==> src/rtl/bitfunc_unit.sv <==
module bitfunc_unit #(
  parameter int WIDTH = 8
) (
  input  logic             clk,
  input  logic             rst,
  input  logic             ld,
  input  logic [3:0]       op,
  input  logic [WIDTH-1:0] opa,
  input  logic [WIDTH-1:0] opb,
  output logic [WIDTH-1:0] res
);
  logic [WIDTH-1:0] nxt;

  for (genvar k = 0; k < WIDTH; k++) begin : g_bit
    logic [1:0] row;
    assign row    = 2'd3 - {opa[k], opb[k]};
    assign nxt[k] = op[row];
  end

  always_ff @(posedge clk) begin
    if (rst)     res <= '0;
    else if (ld) res <= nxt;
  end
endmodule

==> config.mk <==
export PLATFORM = sky130hd
export DESIGN_NAME = bitfunc_unit
export DESIGN_NICKNAME = d
export VERILOG_FILES = /design/src/rtl/bitfunc_unit.sv
export SDC_FILE = /design/constraint.sdc
export NUM_CORES = 1
export LEC_CHECK = 0
export ABC_AREA = 1
export BUFFER_PORTS_ARGS = -buffer_cell sky130_fd_sc_hd__buf_2
export CORE_MARGIN = 3
export CORE_UTILIZATION = 43
export DETAILED_ROUTE_END_ITERATION = 12
export PLACE_DENSITY = 0.77
export REMOVE_ABC_BUFFERS = 1
export SETUP_SLACK_MARGIN = 0.1
export SYNTH_ARGS = -nofsm -noshare
export SYNTH_HDL_FRONTEND = slang
export SYNTH_SLANG_ARGS = --single-unit
==> constraint.sdc <==
create_clock -name clk -period 0.8 [get_ports clk]
set_input_delay 0.12 -clock clk [delete_from_list [all_inputs] [get_ports clk]]
set_output_delay 0.12 -clock clk [all_outputs]
set_load 0.005 [all_outputs]
Word level (Yosys, flattened, before mapping)
Index checks and enable logic that the tools add are counted.
Widths: inputs -> output; s select.
{"block": "op_classes", "addsub": 8, "magnitude_cmp": 8, "mux": 16}
{"op": "$lt 2x3->1 const B", "n": 8}
{"op": "$bmux 1 s2", "n": 8}
{"op": "$sub 2x2->2 const A", "n": 8}
{"op": "$mux 1", "n": 8}
{"block": "word_totals", "ff_bits": 8, "in_bits": 23, "output_inout_bits": 8}

Logic depth before layout (Yosys ltp)
Gate-level depths: netlist of the first run.
{"block": "logic_depth", "ltp_word": 3, "mapped_depth": 5, "ltp_nobuf": 5}

Worst setup path before layout of the first run
OpenSTA, ideal clock, no wires.
{"block": "synth_timing", "kind": "input to register", "startpoint": "in op[0]", "endpoint": "reg res[7]", "setup_time_ns": 0.115, "arrival_ns": 0.484, "required_ns": 0.685, "setup_slack_ns": 0.200, "stages": 5, "path_buffers": 1, "cell_sequence": "buf_4 > nand2_1 > nand3_1 > nand2_1 > a21oi_2"}
{"block": "synth_between", "elab_chain_cells": 2}
{"element": "start, declared", "line": "7", "source": "input logic [3:0] op,"}
{"element": "$bmux 1 s2", "line": "17", "source": "assign nxt[k] = op[row];"}
{"element": "$mux 1 (not written as such)", "line": "17"}
{"element": "end signal, assigned", "line": "22", "source": "else if (ld) res <= nxt;"}
{"element": "end, declared", "line": "10", "source": "output logic [WIDTH-1:0] res"}
Every way passes these cells. The select of a mux whose other input is x is not followed.
A chain may end at the register's enable or synchronous reset.

Final worst setup path of the first run
{"block": "layout_timing", "startpoint": "reg res[3]", "endpoint": "out res[3]"}
No word-level cell between the ends.

==> run metrics, run 1 <==
row count=12; Routed WL=around 1600 um; crit-path max cell delay=0.32 ns; final cycle utilization of the critical path=1.01; max reg flops=8; total gr overflow=0; hold endpoint=res[3]; Slew Viols, Final=0; FILL cells=124; Leakage=0.472 nW; worst hold path depth=4; failing checks=setup timing; final hold vios=0; hold path startpoint=opa[3]; core area=1190 um^2; Die Width=42.9 um; #FFs+latches synth=8; Nets=157; cts bufs inserted=3; WP buf/inv=1; Clock Latency Late Sink=0.25 ns; via count=722; starting density of the core=0.494; Cell Int Power=0.750 mW; syn_area_per_cell=5.74 um^2; Register-to-Register Path Depth=3; CP Launch Type=flip-flop; R2R setup slack=0.05 ns; worst clock skew=0 ns; ANT nets after route=0; die span in y=about 43 um; Mapped Cells=102; DIE AREA=1840 um^2; worst reg2reg path startpoint=res[7]; post-synth top area cell=dfxtp_1; initial DRC count=16; unrepaired setup endpoints after global routing=yes; clk root buf=clkbuf_4; Primary FF master, synth=dfxtp_1; biggest regs=res x8; min Tclk post-route=0.808 ns; vias in the first global route=640; vias per std cell=4.95; CP Capture Type=output port; critical path arrival=0.69 ns; Area Overhead vs Synth=32.7%; first-pass iteration count of the detailed router=4; layout cells sized above 1=0.356; status=complete, but fails checks; worst-margin pin slew=0.292 ns; Post-Syn Area=586 um^2; CTS Buffer Depth=2; synth cell count leaders=nand2_1 (40), inv_1 (17), nand3_1 (16), dfxtp_1 (8); largest net degree at the start of global routing=17; maximum clock rate=1240 MHz; detailed-route wire length per cell=~11 um; Total Routing Usage GR=0.171; CP cell instances=buf_2; CP required=0.68 ns; final total power=1.07 mW; Top Ports=31; power density cells=1380 nW/um^2; top-area cell type share of the netlist area=0.274; Reg area=170 um^2; register area share after synthesis=0.274; initial antenna violation count=0; HP Class=primary input to flip-flop; sw frac=0.299; most numerous cell in the Yosys netlist=nand2_1; Multi-input gate area=325 um^2; CTS sink count=8; Slew HR=0.805; Port Buf Inserts=30; clock network power share=0.289; ANT cells=0; slowest library cell on the worst path=dfxtp_2; setup violators final=6; Area contributors post-synth=dfxtp_1 (27%), nand2_1 (26%), nand3_1 (14%); PnR worst setup slack=-0.00821 ns; Comb power frac=0.287; Final TNS setup=-0.0253 ns; Max-Cap Viols=0; DP Wirelength=1150 um; Worst-path clk slew=0.05 ns; first-pass GRT wire length=around 2400 um; Crit Path Class=flip-flop to output port; asr flop ratio synth=0; Yosys warning total=0; Psw=0.320 mW; reg2reg end=res[7]; Worst VDD drop=about 1100 uV; register with the most flip-flops=res; TritonCTS clock tree=done; drt drc=0; final RePlAce weighted congestion=0.734; sequential share of power=0.424; largest fanout on the critical path=2; Post-synth EDFFs=0; Crit path max-delay family=flip-flops; H-Tree Depth=1; Netlist cell types=11
[placed cells by master, fill, tap and decap left out]
cell type	count
a21oi_1	6
a21oi_2	2
buf_2	28
buf_4	2
buf_6	2
clkbuf_4	3
dfxtp_2	8
inv_1	17
nand2_1	40
nand3_1	16
o21ai_0	6
o21ai_2	2
[worst max-delay path by stage]
stage,from,endpoint,slack (ns),cells after the start
global placement,ld,res[2],0.09,3
CTS,res[7],res[7],-0.02,1
floorplan,res[7],res[7],0.21,2
global route,res[3],res[3],-0.04,1
detailed placement,op[2],res[1],0.09,5
finish,res[3],res[3],-0.008,1
[logic make-up (layout without fill, tap and decap cells)]
logic type,Yosys count,in the layout,share of synthesized area
AO/OA/AOI/OAI,16,16,0.162
flip-flops,8,8,0.273
buffers and inverters,22,52,0.171
AND/OR/NAND/NOR,56,56,0.393
[through the flow]
| step | util | setup slack (ns) | instance area, um^2 | std cells | hold slack, ns |
|---|---|---|---|---|---|
| 2_1_floorplan | - | 0.211 | 549 | 97 | 0.203 |
| 3_3_place_gp | 0.604 | 0.0894 | 717 | 141 | 0.439 |
| 3_5_place_dp | 0.604 | 0.0855 | 717 | 141 | 0.449 |
| 4_1_cts | 0.638 | -0.0221 | 757 | 145 | 0.174 |
| 5_1_grt | 0.655 | -0.0433 | 777 | 146 | 0.187 |
| 6_report | 0.655 | -0.00821 | 777 | 146 | 0.173 |
[metal layers]
| metal | vias to the layer above | share of wire | global-route usage |
|---|---|---|---|
| met2 | 28 | 0.48 | 0.314 |
| met3 | 0 | 0.083 | 0.0763 |
| li1 | 378 | - | - |
| met1 | 316 | 0.43 | 0.182 |
| met4 | 0 | 0 | 0.0186 |
| met5 | - | 0 | 0 |
[final cells by class]
cell class | instances | area share
timing repair buffer | 32 | 0.229
sequential | 8 | 0.219
clock buffer | 3 | 0.0290
tap | 14 | 0.0225
multi-input combinational | 72 | 0.419
inverter | 17 | 0.0821
[power groups by stage]
stage | Clock, mW | Sequential [mW] | Combinational [mW]
detailed placement | 0 | 0.455 | 0.281
floorplan | 0 | 0.458 | 0.130
global route | 0.341 | 0.458 | 0.345
CTS | 0.311 | 0.452 | 0.289
global placement | 0 | 0.454 | 0.273
finish | 0.309 | 0.454 | 0.307
[repair_timing]
action,in CTS,in global routing
buffers inserted,1,1
endpoints found under the setup margin,8,9
pin swaps,0,1
gates resized for setup,8,2
cloned,0,0
hold buffers,0,0
No activity file was read; power rests on OpenSTA's default activity.
==> inputs of run 2 (changes only) <==
--- a/config.mk
+++ b/config.mk
@@ -8,9 +8,9 @@
 export ABC_AREA = 1
 export BUFFER_PORTS_ARGS = -buffer_cell sky130_fd_sc_hd__buf_2
 export CORE_MARGIN = 3
-export CORE_UTILIZATION = 43
+export CORE_UTILIZATION = 45
 export DETAILED_ROUTE_END_ITERATION = 12
-export PLACE_DENSITY = 0.77
+export PLACE_DENSITY = 0.8
 export REMOVE_ABC_BUFFERS = 1
 export SETUP_SLACK_MARGIN = 0.1
 export SYNTH_ARGS = -nofsm -noshare
==> constraint.sdc (replaced) <==
create_clock -name clk -period 1 [get_ports clk]
set_input_delay 0.05 -clock clk [delete_from_list [all_inputs] [get_ports clk]]
set_output_delay 0.05 -clock clk [all_outputs]
set_load 0.005 [all_outputs]
==> run metrics, run 2 (same netlist as run 1, synthesis figures left out) <==
status=finished clean; CTS sink count=8 (unchanged); FILL cells=111 (-10%); die span in y=42.1 um (-1.9%); cts bufs inserted=3 (unchanged); Slew Viols, Final=0 (unchanged); HP Class=primary input to flip-flop; row count=12 (unchanged); vias in the first global route=673 (+5.2%); CP Launch Type=flip-flop; clk root buf=clkbuf_4; hold path startpoint=opa[4]; max reg flops=8 (unchanged); CTS Buffer Depth=2 (unchanged); # resized after CTS=0 (-8); Nets=155 (-1.3%); Setup crit start=res[3]; placed insts=141 (unchanged); Worst-path clk slew=0.06 ns (about the same); DP Wirelength=1140 um (-0.78%); final hold vios=0 (unchanged); first-pass iteration count of the detailed router=4 (unchanged); via count=716 (-0.83%); Leakage=0.457 nW (-3.2%); Clock Latency Late Sink=0.26 ns (about the same); Final TNS setup=0 ns (+0.0253 ns); core area=1160 um^2 (-2.5%); detailed-route wire length per cell=10.3 um (-4.1%); largest fanout on the critical path=2 (unchanged); biggest regs=res x8; TritonCTS clock tree=done; DIE AREA=1770 um^2 (-3.8%); worst reg2reg path startpoint=res[2]; most frequent cells in the layout=nand2_1 (40), buf_2 (30), inv_1 (17); ANT cells=0 (unchanged); Crit Path Class=flip-flop to output port; initial antenna violation count=0 (unchanged); first-pass GRT wire length=2570 um (+6.9%); Layout Cells excl Fill=144 (-1.4%); layout cells sized above 1=0.285 (-0.0714); initial DRC count=28 (+12); Max-Cap Viols=0 (unchanged); largest net degree at the start of global routing=17 (unchanged); Worst VDD drop=809 uV (-25%); unrepaired setup endpoints after global routing=no; final RePlAce weighted congestion=0.747 (+1.8%); crit-path max cell delay=0.34 ns (+0.02 ns); worst clock skew=0 ns (unchanged); min Tclk post-route=0.781 ns; setup violators final=0 (-6); CP cell instances=buf_2; starting density of the core=0.506 (+0.0128); CTS hold repair buffers=0 (unchanged); register with the most flip-flops=res; final cycle utilization of the critical path=0.781; Crit path max-delay family=flip-flops; Reg area=160 um^2 (-5.9%); Top Ports=31 (unchanged); critical path arrival=0.73 ns (+0.04 ns); WP buf/inv=1 (unchanged); total gr overflow=0 (unchanged); Routed WL=1480 um (-5.4%); Port Buf Inserts=30 (unchanged); H-Tree Depth=1 (unchanged); commonest non-fill, non-tap cell in the layout=nand2_1; final total power=0.849 mW (-21%); Area Overhead vs Synth=26.3%; Multi-input gate area=325 um^2 (unchanged); worst-margin pin slew=0.284 ns (-0.00822 ns); vias per std cell=4.97 (+0.55%); post-layout util=0.640 (-0.0155); CP required=0.95 ns (+0.27 ns); setup bufs post-CTS=0 (-1); drt drc=0 (unchanged); Die Width=42.1 um (-1.9%); maximum clock rate=~1300 MHz; Slew HR=0.811 (+0.00548); Total Routing Usage GR=0.185 (+0.0139); power density cells=1150 nW/um^2 (-17%); ANT nets after route=0 (unchanged); CP Capture Type=output port; slowest library cell on the worst path=dfxtp_1
[run 2: cell type report]
type                    count  area share
flip-flops and latches      8       0.217
repair buffers             30       0.203
well taps                  14      0.0237
clock buffers               3      0.0305
inverters                  17      0.0863
multi-input cells          72       0.440
[run 2: layer usage]
layer,global-route usage,part of all wire,vias up
met1,0.210,0.43,310
met5,0,0,-
li1,-,-,374
met2,0.318,0.47,28
met3,0.0515,0.075,4
met4,0.0870,0.020,0
[run 2: path summary, 6_finish.rpt]
kind	endpoint	slack (ns)	cells after the start
min reg2reg	res[1]	0.52	2
max reg2reg	res[2]	0.35	2
max	res[3]	0.22	1
min	res[4]	0.1	4
[run 2: per-stage QoR]
step	area (um^2)	hold slack, ns	worst slack, ns
global placement	717	0.362	0.378
finish	739	0.0994	0.219
CTS	739	0.0954	0.211
global route	739	0.120	0.166
floorplan	549	0.133	0.411
detailed placement	717	0.374	0.349
[run 2: power by group]
group | switching, mW | internal, mW | total (mW)
Sequential | 0.0130 | 0.345 | 0.358
Clock | 0.127 | 0.138 | 0.266
Combinational | 0.127 | 0.0985 | 0.225
Total | 0.267 | 0.582 | 0.849
